**config.mk**
```make
export PLATFORM = sky130hd
export DESIGN_NAME = lockdet_top
export DESIGN_NICKNAME = d
export VERILOG_FILES = /design/src/rtl/lockdet_pkg.sv /design/src/rtl/lockdet_width_meter.sv /design/src/rtl/lockdet_streak.sv /design/src/rtl/lockdet_rf_gate.sv /design/src/rtl/lockdet_top.sv
export SDC_FILE = /design/constraint.sdc
export NUM_CORES = 1
export LEC_CHECK = 0
export BUFFER_PORTS_ARGS = -buffer_cell sky130_fd_sc_hd__buf_2
export CORE_MARGIN = 2
export CORE_UTILIZATION = 50
export DETAILED_ROUTE_END_ITERATION = 8
export GPL_TIMING_DRIVEN = 0
export PLACE_DENSITY = 0.75
export RECOVER_POWER = 50
export SLEW_MARGIN = 10
export SYNTH_ARGS = -nofsm -noshare
export SYNTH_HDL_FRONTEND = slang
export SYNTH_HIERARCHICAL = 1
export SYNTH_SLANG_ARGS = --single-unit
```
**constraint.sdc**
```tcl
create_clock -name clk -period 3 [get_ports clk]
set_clock_uncertainty 0.05 [all_clocks]
set_input_delay 0.45 -clock clk [delete_from_list [all_inputs] [get_ports clk]]
set_output_delay 0.45 -clock clk [all_outputs]
set_load 0.02 [all_outputs]
```
**src/rtl/lockdet_pkg.sv**
```systemverilog
package lockdet_pkg;
    // Result of one reference window, valid for one tick at the strobe
    typedef enum logic [1:0] {
        EV_NONE = 2'd0,
        EV_GOOD = 2'd1,
        EV_BAD  = 2'd2
    } eval_e;

    function automatic int ceil_div(input int num, input int den);
        return (num + den - 1) / den;
    endfunction
endpackage

```
**src/rtl/lockdet_width_meter.sv**
```systemverilog
module lockdet_width_meter
    import lockdet_pkg::*;
#(
    parameter int CLK_PS  = 4000,
    parameter int ERR_PS  = 15000,
    parameter int WIDTH_W = 8
) (
    input  logic  clk,
    input  logic  rst_n,
    input  logic  clr,
    input  logic  pfd_up,
    input  logic  pfd_dn,
    input  logic  ref_strobe,
    output eval_e eval
);
    // smallest tick count whose duration reaches the error limit
    localparam int                 LIMIT   = ceil_div(ERR_PS, CLK_PS);
    localparam logic [WIDTH_W-1:0] LIMIT_V = LIMIT[WIDTH_W-1:0];
    localparam logic [WIDTH_W-1:0] WMAX    = '1;

    typedef struct packed {
        logic [WIDTH_W-1:0] ticks;
    } meter_s;

    meter_s             st_d, st_q;
    logic [WIDTH_W-1:0] sum;
    logic               active;

    always_comb begin
        active = pfd_up | pfd_dn;
        sum    = (active && st_q.ticks != WMAX) ? st_q.ticks + 1'b1 : st_q.ticks;
        st_d   = st_q;
        eval   = EV_NONE;
        if (clr) begin
            st_d.ticks = '0;
        end else if (ref_strobe) begin
            eval       = (sum < LIMIT_V) ? EV_GOOD : EV_BAD;
            st_d.ticks = '0;
        end else begin
            st_d.ticks = sum;
        end
    end

    always_ff @(posedge clk or negedge rst_n) begin
        if (!rst_n) st_q <= '0;
        else        st_q <= st_d;
    end
endmodule

```
**src/rtl/lockdet_streak.sv**
```systemverilog
module lockdet_streak
    import lockdet_pkg::*;
#(
    parameter int STREAK_W = 3,
    parameter int SHORT_N  = 3,
    parameter int LONG_N   = 5
) (
    input  logic                clk,
    input  logic                rst_n,
    input  logic                clr,
    input  logic                prec_sel,
    input  eval_e               eval,
    output logic                lock,
    output logic [STREAK_W-1:0] streak,
    output logic [STREAK_W-1:0] target
);
    localparam logic [STREAK_W-1:0] SHORT_V = SHORT_N[STREAK_W-1:0];
    localparam logic [STREAK_W-1:0] LONG_V  = LONG_N[STREAK_W-1:0];

    typedef struct packed {
        logic [STREAK_W-1:0] cnt;
        logic                lock;
    } streak_s;

    streak_s st_d, st_q;

    always_comb begin
        target = prec_sel ? LONG_V : SHORT_V;
        st_d   = st_q;
        if (clr) begin
            st_d = '0;
        end else begin
            case (eval)
                EV_GOOD: begin
                    st_d.cnt  = (st_q.cnt >= target) ? target : st_q.cnt + 1'b1;
                    st_d.lock = (st_d.cnt >= target);
                end
                EV_BAD:  st_d = '0;
                default: st_d = st_q;
            endcase
        end
    end

    always_ff @(posedge clk or negedge rst_n) begin
        if (!rst_n) st_q <= '0;
        else        st_q <= st_d;
    end

    assign lock   = st_q.lock;
    assign streak = st_q.cnt;
endmodule

```
**src/rtl/lockdet_rf_gate.sv**
```systemverilog
module lockdet_rf_gate (
    input  logic pwr_dn,
    input  logic mute_en,
    input  logic lock,
    output logic rf_en
);
    always_comb begin
        rf_en = ~pwr_dn & (~mute_en | lock);
    end
endmodule

```
**src/rtl/lockdet_top.sv**
```systemverilog
module lockdet_top
    import lockdet_pkg::*;
#(
    parameter int CLK_PS  = 4000,
    parameter int ERR_PS  = 15000,
    parameter int WIDTH_W = 8,
    parameter int SHORT_N = 3,
    parameter int LONG_N  = 5
) (
    input  logic clk,
    input  logic rst_n,
    input  logic ref_strobe,
    input  logic pfd_up,
    input  logic pfd_dn,
    input  logic prec_sel,
    input  logic pwr_dn,
    input  logic mute_en,
    output logic lock_det,
    output logic rf_en
);
    localparam int STREAK_W = $clog2(LONG_N + 1);

    eval_e               eval_w;
    logic [STREAK_W-1:0] streak_w;
    logic [STREAK_W-1:0] target_w;

    lockdet_width_meter #(
        .CLK_PS (CLK_PS),
        .ERR_PS (ERR_PS),
        .WIDTH_W(WIDTH_W)
    ) u_meter (
        .clk       (clk),
        .rst_n     (rst_n),
        .clr       (pwr_dn),
        .pfd_up    (pfd_up),
        .pfd_dn    (pfd_dn),
        .ref_strobe(ref_strobe),
        .eval      (eval_w)
    );

    lockdet_streak #(
        .STREAK_W(STREAK_W),
        .SHORT_N (SHORT_N),
        .LONG_N  (LONG_N)
    ) u_streak (
        .clk     (clk),
        .rst_n   (rst_n),
        .clr     (pwr_dn),
        .prec_sel(prec_sel),
        .eval    (eval_w),
        .lock    (lock_det),
        .streak  (streak_w),
        .target  (target_w)
    );

    lockdet_rf_gate u_gate (
        .pwr_dn (pwr_dn),
        .mute_en(mute_en),
        .lock   (lock_det),
        .rf_en  (rf_en)
    );
endmodule

```
==> flow_metrics.tcl <==
set metrics [dict create \
    initial_cell_density_of_the_core_pct 52.38 \
    floorplan.die.height_um 46.30 \
    grt_pass1_vias 728 \
    ant_nets 0 \
    worst_path_max_delay_cell "nor4_1" \
    endpoint_kind "flop" \
    gp_congestion 0.7750 \
    maximum_number_of_pins_on_one_net_before_global_route_repair 13 \
    whs_path_depth 2 \
    clk-insertion-delay-late_ns 0.28 \
    post_dp_cell_area_um2 970.9 \
    final.min_clock_period_ns 2.645 \
    cts_tree "yes" \
    timing.critical_path.slowest_cell_delay_ns 0.45 \
    cts.sink_count 12 \
    placement.io_buffers 9 \
    fillers 146 \
    wire_length_of_the_first_global_routing_pass_mm 3.132 \
    drive_gt1_share_pct 16.22 \
    drc_errors 0 \
    gr-total-overflow 0 \
    cts_buffers 3 \
    floorplan.die_area_um2 2144 \
    antenna_cells 0 \
    timing_hold_violations_final 0 \
    synth.net_count 111 \
    max_cap_violations 0 \
    finalSetupViolCount 0 \
    detailedRoute.firstPassIterationCount 4 \
    timing.setup.tns_ns 0 \
    cts.reportedPaths.clkPinSlew_ns 0.08 \
    ys_warn_count 6 \
    reg2reg_setup_slack_ns 0.35 \
    worst_r2r_startpoint "u_meter/st_q[0]$_DFFE_PN0P_" \
    dr_total_vias 812 \
    maxSlewViolCount 0 \
    start_kind "flop" \
    multi_input_area_um2 560.5 \
    cellLeakagePower_nw 0.5276 \
    detail_route.wl_per_cell_um 13.46 \
    timing.critical_path.arrival_ns 2.80 \
    rows 15 \
    grt.total_usage_pct 20.89 \
    final_net_count 126 \
    critical_path_class "flop to flop" \
    tightest_slew_margin_relative_to_the_limit_pct 54.76 \
    htreeDepth 1 \
    drt_wl_total_mm 1.831 \
    post_cts.resized_instances 0 \
    max-vdd-ir-drop_mv 0.3254 \
    layout.area.seq_um2 300.3 \
    avgViaCountPerCell 5.971 \
    cts_root_buf "clkbuf_4" \
    run_status "finished, final reports clean" \
    chipWidth_um 46.30 \
    core_um2 1708 \
    post-cts-setup-buffers 0 \
    achievable-frequency_mhz 378.0 \
    post-route-period-util_pct 88.18 \
    syn2layout_area_growth_pct 13.43 \
    hold_class "primary input to flop" \
    clockBufferDepth 2 \
    holdCritStartpoint "ref_strobe" \
    cp_num_buf_inv 0 \
    worst_r2r_endpoint "u_streak/streak[2]$_DFFE_PN0P_" \
    syn-mean-instance-area_um2 9.223 \
    synthesized_area_um2 894.6 \
    number_of_antenna_violations_at_the_first_check_in_global_routing 0 \
    worst_r2r_path_depth 9 \
    postSynthCellCount 97 \
    worst_slew_pin_slew_ns 0.6787 \
    data_required_time_at_the_worst_endpoint_ns 3.16 \
    hold_end "u_meter/st_q[5]$_DFF_PN0_" \
    fin_area_um2 1015 \
    cellPowerDensity_nw_per_um2 349.5 \
    pin_count 10 \
    dp_hpwl_mm 1.367 \
    timing.critical_path.cells "ha_1 > and3_1 > a21boi_0 > a31oi_1 > nor4_1 > or3b_1 > nor2_1 > a21oi_1 > o22ai_1" \
    maximum_fanout_encountered_on_the_critical_timing_path 5 \
    unrepaired_setup_endpoints_after_global_routing "no" \
    drt_first_iter_violations 21 \
    timing.critical_path.max_delay_family "simple AND/OR/NAND/NOR gates" \
]
flip-flops by register name, summed over array words and instances (netlist names):
signal / cells
u_streak/lock: 1
u_streak/streak: 3
u_meter/st_q: 8
layer usage:
layer	routed length [µm]	GRT usage [%]
met5	0	0
met1	848	28.19
met2	828	29.17
met4	40	10.29
met3	113	7.451
final cells by class:
| class | instances | share of cell area, % |
|---|---|---|
| well taps | 25 | 3.083 |
| flip-flops and latches | 12 | 29.59 |
| repair buffers | 10 | 5.302 |
| clock buffers | 4 | 3.576 |
| inverters | 5 | 1.850 |
| plain buffers | 3 | 1.356 |
| multi-input cells | 77 | 55.24 |
cell usage in the layout (no fill, tap or decap), drive strengths merged, types with 2 or more instances in the layout:
cell type / n
nand2: 2
nor3b: 3
a21oi: 4
and3: 3
a21boi: 2
a22o: 2
buf: 10
nand3: 4
o21ai: 4
a31oi: 3
dfrtp: 12
nor2: 11
clkbuf: 6
o22ai: 2
nor3: 3
inv: 5
a211oi: 2
a21o: 2
xor2: 4
mux2i: 3
ha: 6
timing repair:
item	4_1_cts	5_1_grt
hold buffers	1	0
setup endpoints to repair	0	0
hold endpoints to repair	12	0
how the worst max path moves through the flow:
| stage | start | to | slack, ns | cells after the start |
|---|---|---|---|---|
| after floorplan | u_meter/st_q[0]$_DFFE_PN0P_ | u_streak/streak[2]$_DFFE_PN0P_ | 0.69 | 9 |
| after global routing | u_meter/st_q[0]$_DFFE_PN0P_ | u_streak/streak[2]$_DFFE_PN0P_ | 0.19 | 9 |
| final | u_meter/st_q[0]$_DFFE_PN0P_ | u_streak/streak[2]$_DFFE_PN0P_ | 0.35 | 9 |
| after global placement | pfd_dn | u_streak/streak[2]$_DFFE_PN0P_ | 0.47 | 9 |
| after CTS | u_meter/st_q[0]$_DFFE_PN0P_ | u_streak/streak[2]$_DFFE_PN0P_ | 0.37 | 9 |
| after detailed placement | u_meter/st_q[0]$_DFFE_PN0P_ | u_streak/streak[2]$_DFFE_PN0P_ | 0.40 | 9 |
per-stage QoR:
stage	utilization (%)	setup WS [ns]	std cells	total power [mW]	hold slack, ns
after floorplan	-	0.6886	97	0.2051	0.1044
after global placement	56.85	0.4657	131	0.2228	0.2925
after detailed placement	56.85	0.4048	131	0.2254	0.2968
after CTS	59.56	0.3734	136	0.3594	0.2990
after global routing	59.41	0.1896	136	0.3764	0.3012
final	59.41	0.3547	136	0.3547	0.3090
power breakdown:
part	total [mW]	internal (mW)	leakage, nW	switching (mW)
Sequential	0.169	0.165	0.166	0.00404
Clock	0.131	0.0739	0.0210	0.0574
Combinational	0.0540	0.0233	0.341	0.0306
No activity file was read; power rests on OpenSTA's default activity.
